`config.mk`:
```
export PLATFORM = sky130hd
export DESIGN_NAME = sync_regen
export DESIGN_NICKNAME = d
export VERILOG_FILES = /design/src/rtl/sync_regen.sv
export SDC_FILE = /design/constraint.sdc
export NUM_CORES = 1
export LEC_CHECK = 0
export BUFFER_PORTS_ARGS = -buffer_cell sky130_fd_sc_hd__buf_2
export CORE_MARGIN = 3
export CORE_UTILIZATION = 45
export CTS_CLUSTER_DIAMETER = 30
export DETAILED_ROUTE_END_ITERATION = 10
export PLACE_DENSITY = 0.73
export SKIP_CTS_REPAIR_TIMING = 1
export SLEW_MARGIN = 10
export SYNTH_ARGS = -nofsm -noshare
export SYNTH_HDL_FRONTEND = slang
export SYNTH_SLANG_ARGS = --single-unit
```
`constraint.sdc`:
```
create_clock -name clk -period 4.4 [get_ports clk]
set_input_delay 0.66 -clock clk [delete_from_list [all_inputs] [get_ports clk]]
set_output_delay 0.66 -clock clk [all_outputs]
set_load 0.005 [all_outputs]
```
`src/rtl/sync_regen.sv`:
```
module sync_regen #(
  parameter int FP_W   = 8,
  parameter int PW_W   = 8,
  parameter int VW_W   = 16,
  parameter int VMIN   = 63,
  parameter logic [FP_W+PW_W-1:0] HRST = 16'h0F0F,
  parameter logic [VW_W-1:0]      VRST = 16'h003F
) (
  input  logic                 clk,
  input  logic                 rst_n,
  input  logic                 de,
  input  logic                 vblank_stb,
  input  logic                 hcfg_we,
  input  logic [FP_W+PW_W-1:0] hcfg_wdata,
  input  logic                 vcfg_we,
  input  logic [VW_W-1:0]      vcfg_wdata,
  output logic                 hsync,
  output logic                 vsync
);
  localparam int HCFG_W = FP_W + PW_W;
  localparam int CNT_W  = (FP_W > PW_W) ? FP_W : PW_W;
  localparam logic [VW_W-1:0] VMIN_V = VW_W'(VMIN);

  typedef enum logic [1:0] {H_IDLE, H_PORCH, H_PULSE} hphase_t;

  logic [HCFG_W-1:0] hcfg;
  logic [VW_W-1:0]   vcfg;
  logic              de_q;
  hphase_t           hphase;
  logic [CNT_W-1:0]  hcnt;
  logic [VW_W-1:0]   vcnt;

  logic [FP_W-1:0] hfp;
  logic [PW_W-1:0] hpw;
  logic [VW_W-1:0] veff;
  logic            de_fall;

  assign hfp     = hcfg[HCFG_W-1:PW_W];
  assign hpw     = hcfg[PW_W-1:0];
  assign veff    = (vcfg < VMIN_V) ? VMIN_V : vcfg;
  assign de_fall = de_q & ~de;

  always_ff @(posedge clk) begin
    if (!rst_n) begin
      hcfg <= HRST;
      vcfg <= VRST;
    end else begin
      if (hcfg_we) hcfg <= hcfg_wdata;
      if (vcfg_we) vcfg <= vcfg_wdata;
    end
  end

  always_ff @(posedge clk) begin
    if (!rst_n) de_q <= 1'b0;
    else        de_q <= de;
  end

  always_ff @(posedge clk) begin
    if (!rst_n) begin
      hphase <= H_IDLE;
      hcnt   <= '0;
      hsync  <= 1'b0;
    end else if (de_fall) begin
      if (hfp != '0) begin
        hphase <= H_PORCH;
        hcnt   <= CNT_W'(hfp) - CNT_W'(1);
        hsync  <= 1'b0;
      end else if (hpw != '0) begin
        hphase <= H_PULSE;
        hcnt   <= CNT_W'(hpw) - CNT_W'(1);
        hsync  <= 1'b1;
      end else begin
        hphase <= H_IDLE;
        hsync  <= 1'b0;
      end
    end else begin
      case (hphase)
        H_PORCH: begin
          if (hcnt != '0) begin
            hcnt <= hcnt - CNT_W'(1);
          end else if (hpw != '0) begin
            hphase <= H_PULSE;
            hcnt   <= CNT_W'(hpw) - CNT_W'(1);
            hsync  <= 1'b1;
          end else begin
            hphase <= H_IDLE;
          end
        end
        H_PULSE: begin
          if (hcnt != '0) begin
            hcnt <= hcnt - CNT_W'(1);
          end else begin
            hphase <= H_IDLE;
            hsync  <= 1'b0;
          end
        end
        default: hsync <= 1'b0;
      endcase
    end
  end

  always_ff @(posedge clk) begin
    if (!rst_n) begin
      vsync <= 1'b0;
      vcnt  <= '0;
    end else if (vblank_stb) begin
      vsync <= 1'b1;
      vcnt  <= veff - VW_W'(1);
    end else if (vsync) begin
      if (vcnt == '0) vsync <= 1'b0;
      else            vcnt  <= vcnt - VW_W'(1);
    end
  end
endmodule


```
# --- Word-level counts from Yosys, hierarchy flattened ---
# Index checks and enable logic that the tools add are counted.
op_classes:
  add_sub_neg: 5
  magnitude_cmp: 1
  eq_ne: 7
  n_mux: 26
  bitwise_logic: 2
  reduce_logical: 10
op_table:
  columns: ["cell", "n"]
  rows:
  - ["16-bit two-way mux", 4]
  - ["8-bit two-way mux", 5]
  - ["16-bit by 1-bit subtractor with 16-bit output (second input constant)", 2]
  - ["8-bit nonzero test", 3]
  - ["8-bit by 1-bit subtractor with 8-bit output (second input constant)", 3]
  - ["16-bit zero test", 1]
  - ["16-bit by 6-bit < comparator with 1-bit output (second input constant)", 1]
  - ["8-bit case mux with 2 select lines", 1]
  - ["3-bit inequality test (second input constant)", 4]
  - ["2-bit two-way mux", 5]
  - ["1-bit two-way mux", 9]
  - ["3-bit AND reduction", 2]
  - ["2-bit case mux with 2 select lines", 1]
  - ["2-bit AND reduction", 2]
  - ["3-bit nonzero test", 1]
  - ["2-bit by 1-bit equality test with 1-bit output (second input constant)", 1]
  - ["2-bit equality test (second input constant)", 1]
  - ["2-bit inequality test (second input constant)", 1]
  - ["1-bit case mux with 2 select lines", 1]
  - ["2-bit nonzero test", 1]
  - ["1-bit AND", 1]
  - ["1-bit inverter", 1]
totals:
  regBits: 61
  in_bits: 38
  out_inout_bits: 2
  wordCells: 59

# --- Longest topological paths before layout ---
# Gate-level depths: netlist (run 1).
depth:
  depth_word: 5
  ltp_mapped: 11
  ltp_nobuf: 11

# --- Least setup slack after synthesis (run 1) ---
# OpenSTA, ideal clock, no wires.
synth_path:
  path_type: "input-to-reg"
  from: "input port vblank_stb"
  to: "register vcnt[14]"
  setup_time_ns: 0.071
  arrival_time_ns: 3.216
  required_time_ns: 4.329
  setup_slack_ns: 1.113
  path_stages: 11
  n_path_buf: 4
  cell_sequence: "buf_4 -> buf_2 -> buf_2 -> clkbuf_1 -> o22ai_1 -> ha_1 -> nor4b_1 -> a21oi_2 -> or4b_2 -> mux2_2 -> a21oi_1"
synth_between:
  elab_chain_cells: 2
  word_cells_on_any_way: 4
  classes_between: "eq/ne (1); mux (1); reduce/logical (2)"
synth_rtl:
  columns: ["item", "line", "rtl"]
  rows:
  - ["start, declared", "12", "input logic vblank_stb,"]
  - ["2-bit inequality test (no source line) / 2-bit nonzero test (equally long branches)", null, null]
  - ["2-bit AND reduction (no source line)", null, null]
  - ["end signal, assigned", "108", "vcnt <= veff - VW_W'(1);"]
  - ["end signal, assigned", "111", "else vcnt <= vcnt - VW_W'(1);"]
  - ["end, declared", "31", "logic [VW_W-1:0] vcnt;"]
# Parallel ways exist; a longest one is shown, timed or not.
# A chain may end at the register's enable or synchronous reset.

# --- Final worst setup path (run 1) ---
layout_path:
  from: "register vcfg[6]"
  to: "register vcnt[14]"
layout_between:
  elab_chain_cells: 4
layout_rtl:
  columns: ["item", "line", "rtl"]
  rows:
  - ["start, declared", "27", "logic [VW_W-1:0] vcfg;"]
  - ["start signal, assigned", "49", "if (vcfg_we) vcfg <= vcfg_wdata;"]
  - ["16-bit by 6-bit < comparator with 1-bit output", "40", "assign veff = (vcfg < VMIN_V) ? VMIN_V : vcfg;"]
  - ["16-bit two-way mux *", "40", null]
  - ["16-bit by 1-bit subtractor with 16-bit output *", "108", null]
  - ["16-bit two-way mux *", "106", "end else if (vblank_stb) begin"]
# Every way passes the cells marked *; elsewhere a longest branch is shown, timed or not.

==> qor.csv, run 1 <==
metric,value,unit
status,"finished, final reports clean",
clk_pin_slew,0.07,ns
pre_cts_slack,1.012,ns
critPathTopFamily,simple AND/OR/NAND/NOR gates,
p_comb_frac,0.368,
worstSetupPathType,reg2reg,
seqPwrFrac,0.375,
maxCapViolations,0,
track_usage,0.2012,
use_met2,0.2850,
ys_warn_count,0,
n_fill_cell,736,
die_y,96.94,um
drt_pass1_iterations,4,
mostFrequentLayoutCells,"61 x nor2_1, 61 x dfxtp_1, 54 x nand2_1, 39 x buf_2, 36 x mux2i_1",
fmax,314.6,MHz
syn-num-nets,516,
crit_path_end_kind,flip-flop,
synth_top_flop_cell,dfxtp_1,
cts_tree,done,
final_core_util,0.5247,
power_density,464.8,mW/mm^2
place_area,0.003946,sq mm
synth.mux.area_fraction,0.1150,
worst_pin_slew,0.9344,ns
synth_simple_gate_area_share,0.2643,
cp.required,4.66,ns
met3_usage,0.04398,
fin_crit_sh,0.7224,
rsz0062_at_grt,false,
crit_slowest_cell,or4_4,
htree_levels,3,
grt_pass1_vias,3272,
grt_max_degree,38,
drc,0,
cts_buffers,9,
async_flop_share,0,
setup_violations,0,
holdCritPathClass,reg2reg,
synth_edf_count,0,
p_int,1.204,mW
p_clk_frac,0.256,
setup_slack,1.222,ns
drt_iter0_markers,373,
maxSlewHeadroom,0.3713,
fin_setup_tns,0,ns
syn-mean-instance-area,7.884,sq um
switchingPower,719.6,uW
antenna_found_initial,0,
hold_violations,0,
synthXorXnorAreaFrac,0.02589,
grt_use_met1,0.2964,
wl_per_cell,15.52,um
synth_top_family_by_area,simple AND/OR/NAND/NOR gates,
port-buffer-count,39,
die_w,96.94,um
cts_buffer_depth,2,
initial_core_util,0.4718,
nets,541,
cp_slowest_stage_delay,0.58,ns
num_vias,3582,
clock_latency,0.34,ns
syn_inst,472,
grt_busiest_layer,met1,
min_period,3.178,ns
synth_fa_ha_area_frac,0.02017,
drtAntennaViolNets,0,
synth_seq_area_share,0.3282,
insertedDiodeCount,0,
cp_cell_sequence,or4_4 > nor3_1 > nor2_1 > nor2_1 > a21oi_1 > ha_1 > nor4b_1 > a21oi_2 > or4b_2 > mux2_2 > a21oi_1,
hpwl,6731,um
io_pins,40,
ys_seq_elements,61,
path_buf_inv,0,
vias_per_cell,5.930,
die_area,0.009396,sq mm
leakage,1.682,nW
finClkSkew,0.006634,ns
overflow,0,
synth_compound_area_frac,0.2021,
cts.sinks,61,
switching_share,0.3740,
clockRootBuffer,clkbuf_8,
grt_pass1_wl,15820,um
critPathArrivalTime,3.44,ns
drive_gt1_frac,0.1534,
power,1.924,mW
postLayoutCellArea,0.004139,sq mm
drt-total-wl,9375,um
syn_area,0.003721,sq mm
cp-start-kind,flip-flop,
syn2layout_area_growth,11.23,%
synth.distinct_cells,67,
critPathMaxFanout,7,
slew_viol_final,0,
rows,32,
coreArea,0.007888,sq mm
peakVddDrop,222.1,uV
gp_congestion,0.9799,
-- logic make-up (layout without fill, tap and decap cells) --
| group | Yosys count | after routing |
|---|---|---|
| and+or+nand+nor | 202 | 202 |
| muxes | 42 | 42 |
| AOI/OAI and AO/OA | 110 | 110 |
| xor gates and xnor gates | 11 | 11 |
| DFF | 61 | 61 |
| adders and majority gates | 6 | 6 |
| buffers and inverters | 40 | 70 |
-- area by class of cell --
class                   instances  area [sq um]  share of cell area
multi-input cells             371          2335              0.5641
flip-flops and latches         61          1221              0.2950
repair buffers                 42         217.7             0.05260
clock buffers                  12         145.1             0.03507
well taps                     102         127.6             0.03083
clock inverters                 4         47.55             0.01149
inverters                      12         45.04             0.01088
-- metal layers --
metal  vias up  part of all wire  routed length [um]
met5         -                 0                   0
met4         0             0.018                 171
met3        13             0.063                 588
met2       126              0.42                3927
met1      1670              0.50                4687
li1       1773                 -                   -
-- power by group through the flow --
stage	clock network [mW]	registers [mW]	logic [mW]
2_1_floorplan	0	0.691	0.574
3_3_place_gp	0	0.725	0.680
3_5_place_dp	0	0.729	0.693
4_1_cts	0.506	0.717	0.698
5_1_grt	0.535	0.730	0.798
6_report	0.493	0.722	0.709
-- worst min-delay path: cells and delay by family, from the launching register on --
| kind | cells | cell delay [ns] |
|---|---|---|
| DFF | 1 | 0.34 |
| AOI/OAI and AO/OA | 1 | 0.05 |
| and+or+nand+nor | 1 | 0.06 |
-- cells in the mapped netlist (4+ instances only) --
library cell  instances  area (sq um)
xnor2_1               7         61.31
nor2b_1               5         31.28
inv_1                10         37.54
nand2b_1              5         31.28
o22ai_1               4         25.02
xor2_1                4         35.03
ha_1                  6         75.07
nor3_1               21         105.1
mux2i_1              36         360.4
mux2_2                4         45.04
nor2_1               61         229.0
clkbuf_1             20         75.07
a31oi_1               4         25.02
nand3_1               5         25.02
a21oi_1              30         150.1
or3_1                 6         37.54
o211ai_1              8         60.06
and2_1                4         25.02
and3_1                4         25.02
dfxtp_1              61          1221
a211oi_1              5         37.54
nand2_1              54         202.7
o21ai_0              22         110.1
nor4_1               14         87.58
or4_1                 4         30.03
-- worst paths after layout --
check / start / to / slack (ns) / cells past startpoint
setup reg to reg: vcfg[6] / vcnt[14] / 1.22 / 11
hold / removal: vcnt[15] / vcnt[15] / 0.50 / 2
hold reg to reg: vcnt[15] / vcnt[15] / 0.50 / 2
setup / recovery: vcfg[6] / vcnt[14] / 1.22 / 11
-- state kept, by name, summed over array words and instances (netlist names) --
signal	cells
de_q	1
hcfg	16
hcnt	8
hphase	2
hsync	1
vcfg	16
vcnt	16
vsync	1
-- per-stage QoR --
step	std cells	hold slack (ns)
after floorplan	472	0.4451
after global placement	588	0.4747
after global routing	604	0.5217
after CTS	604	0.5000
after detailed placement	588	0.4904
final	604	0.4981
Power figures use the tool's default switching activity.
==> run 2: changes to the inputs <==
- ABC_AREA: default -> 1
- clock period: 4.4 -> 3.2 ns (I/O delays scaled with it)
==> run 2 against run 1 <==
  * Clock power grew 57%
  * Sequential cell count is the same
  * Hold slack lost 0.16 ns
  * Largest cell class unchanged
==> qor.csv, run 2 <==
metric,value,unit
drt_iter0_markers,279,
drc,0,
cts_buffer_depth,2,
holdCritPathClass,in2reg,
synth.distinct_cells,42,
yosysMostFrequentCell,nand2_1,
synth_edf_count,0,
seqPwrFrac,0.390,
drt_pass1_iterations,6,
worstSetupPathType,reg2reg,
peakVddDrop,245.6,uV
fin_setup_tns,0,ns
syn_inst,565,
worstHoldPathCells,3,
num_vias,3784,
slew_viol_final,0,
hpwl,6931,um
p_clk_frac,0.335,
grt_max_degree,38,
antenna_found_initial,0,
final_core_util,0.5263,
synth_seq_area_share,0.3356,
drt-total-wl,9314,um
min_period,2.247,ns
reg2reg_to,vcnt[4],
grt_pass1_vias,3430,
grt_pass1_wl,15540,um
p_comb_frac,0.275,
ys_warn_count,0,
track_usage,0.2145,
initial_core_util,0.4660,
drtAntennaViolNets,0,
worstHoldEndpoint,de_q,
p_int,1.524,mW
rows,32,
cts.sinks,61,
syn_area,0.003638,sq mm
clk_pin_slew,0.07,ns
gp_congestion,0.9692,
leakage,1.999,nW
vias_per_cell,5.360,
ys_seq_elements,61,
ff2ff_setup_slack,0.95,ns
die_area,0.009201,sq mm
rsz0062_at_grt,false,
hold_violations,0,
syn-num-nets,609,
critPathMaxFanout,7,
reg2reg_from,vcfg[8],
r2r_cells,13,
crit_path_end_kind,flip-flop,
switchingPower,782.7,uW
maxCapViolations,0,
cp-start-kind,flip-flop,
clock_latency,0.34,ns
io_pins,40,
wl_per_cell,13.19,um
fin_crit_sh,0.7023,
async_flop_share,0,
cts_tree,done,
htree_levels,3,
yosys-top-cells-area,"dfxtp_1 34%, nand2_1 12%, inv_1 7.5%",
insertedDiodeCount,0,
die_y,95.92,um
worst_pin_slew,0.7540,ns
cts_buffers,9,
port-buffer-count,39,
critPathArrivalTime,2.49,ns
yosysTopAreaCell,dfxtp_1,
reg.largest.list,"hcfg: 16 flops, vcfg: 16 flops, vcnt: 16 flops",
setup_violations,0,
status,"finished, final reports clean",
nets,643,
maxSlewHeadroom,0.4972,
fmax,444.9,MHz
power_density,561.4,mW/mm^2
overflow,0,
syn-mean-instance-area,6.440,sq um
switching_share,0.3393,
finClkSkew,0.007657,ns
final_common_cell,nand2_1,
mostFrequentLayoutCells,"117 x nand2_1, 73 x inv_1, 66 x nor2_1, 61 x dfxtp_1, 48 x o21ai_0",
synth_top_area_frac,0.3356,
syn2layout_area_growth,12.93,%
synth_top_flop_cell,dfxtp_1,
cp.required,3.44,ns
synthTopCellsByCount,"117 x nand2_1, 73 x inv_1, 66 x nor2_1",
die_w,95.92,um
min_from,de,
coreArea,0.007807,sq mm
clockRootBuffer,clkbuf_8,
drive_gt1_frac,0.1573,
[run 2: metal layers]
metal | GRT usage | vias up | part of all wire
met1 | 0.3100 | 1723 | 0.49
li1 | - | 1905 | -
met3 | 0.04066 | 19 | 0.065
met4 | 0.08175 | 0 | 0.020
met2 | 0.3138 | 137 | 0.43
met5 | 0 | - | 0
[run 2: kinds of logic after synthesis]
kind of cell,share of synthesized area
AND/OR/NAND/NOR,0.3202
adder cells (fa/ha/maj),0.02063
XOR/XNOR,0.02648
buffers and inverters,0.1114
AO/OA/AOI/OAI,0.1857
flip-flops,0.3356
[run 2: cell type report]
| type | count | area, sq um |
|---|---|---|
| Multi-Input combinational cell | 402 | 2012 |
| Inverter | 85 | 321.6 |
| Tap cell | 102 | 127.6 |
| Fill cell | 789 | 3699 |
| Timing Repair Buffer | 40 | 202.7 |
| Clock inverter | 6 | 86.33 |
| Sequential cell | 61 | 1221 |
| Clock buffer | 10 | 137.6 |
[run 2: stage by stage]
| step | instances | power, mW | area (sq um) | setup WS, ns | hold WS (ns) |
|---|---|---|---|---|---|
| after floorplan | 565 | 1.387 | 3638 | 1.223 | 0.4391 |
| after global placement | 690 | 1.517 | 3885 | 0.8411 | 0.4520 |
| after detailed placement | 690 | 1.534 | 3885 | 0.7020 | 0.4583 |
| after CTS | 706 | 2.306 | 4109 | 1.006 | 0.3333 |
| after global routing | 706 | 2.455 | 4109 | 0.7076 | 0.3500 |
| final | 706 | 2.307 | 4109 | 0.9525 | 0.3421 |
[run 2: worst max-delay path by stage]
stage                     endpoint  cells after the start  startpoint
after global routing       vcnt[4]                     13    vcfg[10]
after CTS                  vcnt[4]                     13     vcfg[8]
after floorplan            vcnt[4]                     12  vblank_stb
final                      vcnt[4]                     13     vcfg[8]
after global placement    vcnt[12]                     13  vblank_stb
after detailed placement  vcnt[12]                     13  vblank_stb
[run 2: worst max-delay path, cell delays in order, from the launching register on]
cell     delay [ns]
dfxtp_1        0.35
nor2_1         0.11
nand2_1        0.08
nor2_1         0.13
nand3_2        0.14
a21oi_1        0.29
inv_1          0.18
ha_1           0.31
nand2_1        0.15
nor2_2         0.08
a21oi_1        0.12
o21ai_0        0.11
nand2_1        0.07
inv_1          0.03
[run 2: power groups by stage]
stage          logic, mW  registers, mW  clock network (mW)
2_1_floorplan      0.489          0.898                   0
3_3_place_gp       0.603          0.913                   0
3_5_place_dp       0.619          0.915                   0
4_1_cts            0.625          0.899               0.782
5_1_grt            0.722          0.910               0.823
6_report           0.634          0.901               0.772
==> run 3: changes to the inputs <==
- PLACE_DENSITY: 0.73 -> 0.75
- clock period: 3.2 -> 1.98 ns (I/O delays scaled with it)
==> run 3 against run 2 <==
  * Power up 58%
  * Clock skew hardly changed
  * Critical path depth is 3 lower
  * Fmax grew 23%
  * Final area grew 2.5%
  * Clock power rose by 44%
  * First-iteration DRC count grew 21%
  * Clock-buffer cell count up 2
  * Setup slack worse by 0.80 ns
==> qor.csv, run 3 (same netlist as run 2, synthesis figures left out) <==
metric,value,unit
status,"finished, final reports clean",
vias_per_cell,5.210,
overflow,0,
antenna_found_initial,0,
grt_pass1_vias,3338,
die_w,95.92,um
maxCapViolations,0,
setup_violations,0,
holdCritPathClass,in2reg,
drt_iter0_markers,338,
power_density,864.5,mW/mm^2
clockRootBuffer,clkbuf_8,
worstSetupPathType,reg2reg,
hpwl,6965,um
fin_crit_sh,0.9212,
clk_pin_slew,0.07,ns
path_buf_inv,2,
die_y,95.92,um
critPathTopFamily,simple AND/OR/NAND/NOR gates,
final_common_cell,nand2_1,
drt-total-wl,9316,um
cp_slowest_stage_delay,0.34,ns
gp_congestion,0.9405,
cts_tree,done,
fin_cells,719,
reg2reg_from,hcfg[8],
coreArea,0.007807,sq mm
reg.largest.list,"hcfg: 16 flops, vcfg: 16 flops, vcnt: 16 flops",
min_period,1.824,ns
endpoint,hcnt[1],
r2r_cells,10,
numPlacedInstances,702,
leakage,2.046,nW
critPathMaxFanout,5,
syn2layout_area_growth,15.72,%
crit_slowest_cell,nor3_4,
cp.depth,10,
fmax,548.3,MHz
crit_path_end_kind,flip-flop,
finClkSkew,0.007835,ns
io_pins,40,
fin_setup_tns,0,ns
die_area,0.009201,sq mm
critPathArrivalTime,2.11,ns
ff2ff_setup_slack,0.16,ns
drive_gt1_frac,0.1799,
critPathLaunch,hcfg[8],
initial_core_util,0.4660,
cp.required,2.26,ns
drtAntennaViolNets,0,
cp_cell_sequence,inv_1 > ha_2 > nand4_1 > nor3_4 > nor2_4 > nor2_4 > nand2_1 > a22oi_1 > o21ai_1 > inv_1,
drt_pass1_iterations,6,
n_fill_cell,771,
hold_violations,0,
track_usage,0.2174,
reg2reg_to,hcnt[1],
cts_buffers,9,
insertedDiodeCount,0,
cp-start-kind,flip-flop,
grt_pass1_wl,15580,um
cts.sinks,61,
rows,32,
peakVddDrop,450.4,uV
nets,656,
port-buffer-count,39,
wl_per_cell,12.96,um
worst_pin_slew,0.4845,ns
clock_latency,0.34,ns
htree_levels,3,
slew_viol_final,0,
num_vias,3746,
grt_max_degree,37,
mostFrequentLayoutCells,"116 x nand2_1, 73 x inv_1, 64 x nor2_1, 61 x dfxtp_1, 48 x o21ai_0",
drc,0,
cts_buffer_depth,2,
maxSlewHeadroom,0.6765,
[run 3: changes by cell type in the layout (fill, tap and decap cells not counted), sizes merged]
cell | previous run | this run
clkinv | 4 | 3
bufinv | 2 | 1
clkbuf | 10 | 12
buf | 40 | 53
[run 3: final cells by class]
type                    count  area, sq um  area share
flip-flops and latches     61         1221      0.2900
clock inverters             4        47.55     0.01129
inverters                  85        321.6     0.07637
well taps                 102        127.6     0.03031
clock buffers              12        145.1     0.03447
repair buffers             53        300.3     0.07132
multi-input cells         402         2047      0.4862
[run 3: worst reg2reg max path, delay by kind of cell (launching register included)]
| kind | cells | cell delay, ns |
|---|---|---|
| AND/OR/NAND/NOR | 5 | 0.88 |
| AO/OA/AOI/OAI | 2 | 0.22 |
| adder cells (fa/ha/maj) | 1 | 0.20 |
| flip-flops | 1 | 0.32 |
| buffers and inverters | 2 | 0.15 |
[run 3: worst min path at each step]
stage                      endpoint  startpoint  depth (start not counted)  slack (ns)
final                          de_q          de                          3        0.16
after global routing           de_q          de                          3        0.16
after CTS                      de_q          de                          3        0.16
after detailed placement  hphase[0]   hphase[0]                          2        0.46
after global placement    hphase[0]   hphase[0]                          2        0.45
after floorplan                de_q          de                          2        0.39
[run 3: routing by layer]
metal	vias up	GRT usage	share of wire
met5	-	0	0
li1	1924	-	-
met2	128	0.3202	0.43
met1	1676	0.3168	0.48
met4	0	0.06635	0.019
met3	18	0.04535	0.074
[run 3: through the flow]
step                      hold WS (ns)  total power, mW  setup slack (ns)  area (sq um)  utilization
after floorplan                 0.3905            2.242            0.1642          3638            -
after global placement          0.4510            2.479            0.1649          3975       0.5091
after detailed placement        0.4564            2.508            0.1225          3975       0.5091
after CTS                       0.1569            3.608            0.1208          4168       0.5338
after global routing            0.1583            3.879         -0.004527          4210       0.5393
final                           0.1646            3.640            0.1561          4210       0.5393
[run 3: report_power, final]
part | internal (mW) | switching (mW)
sequential | 1.35 | 0.105
combinational | 0.405 | 0.668
clock | 0.613 | 0.494
total | 2.37 | 1.27
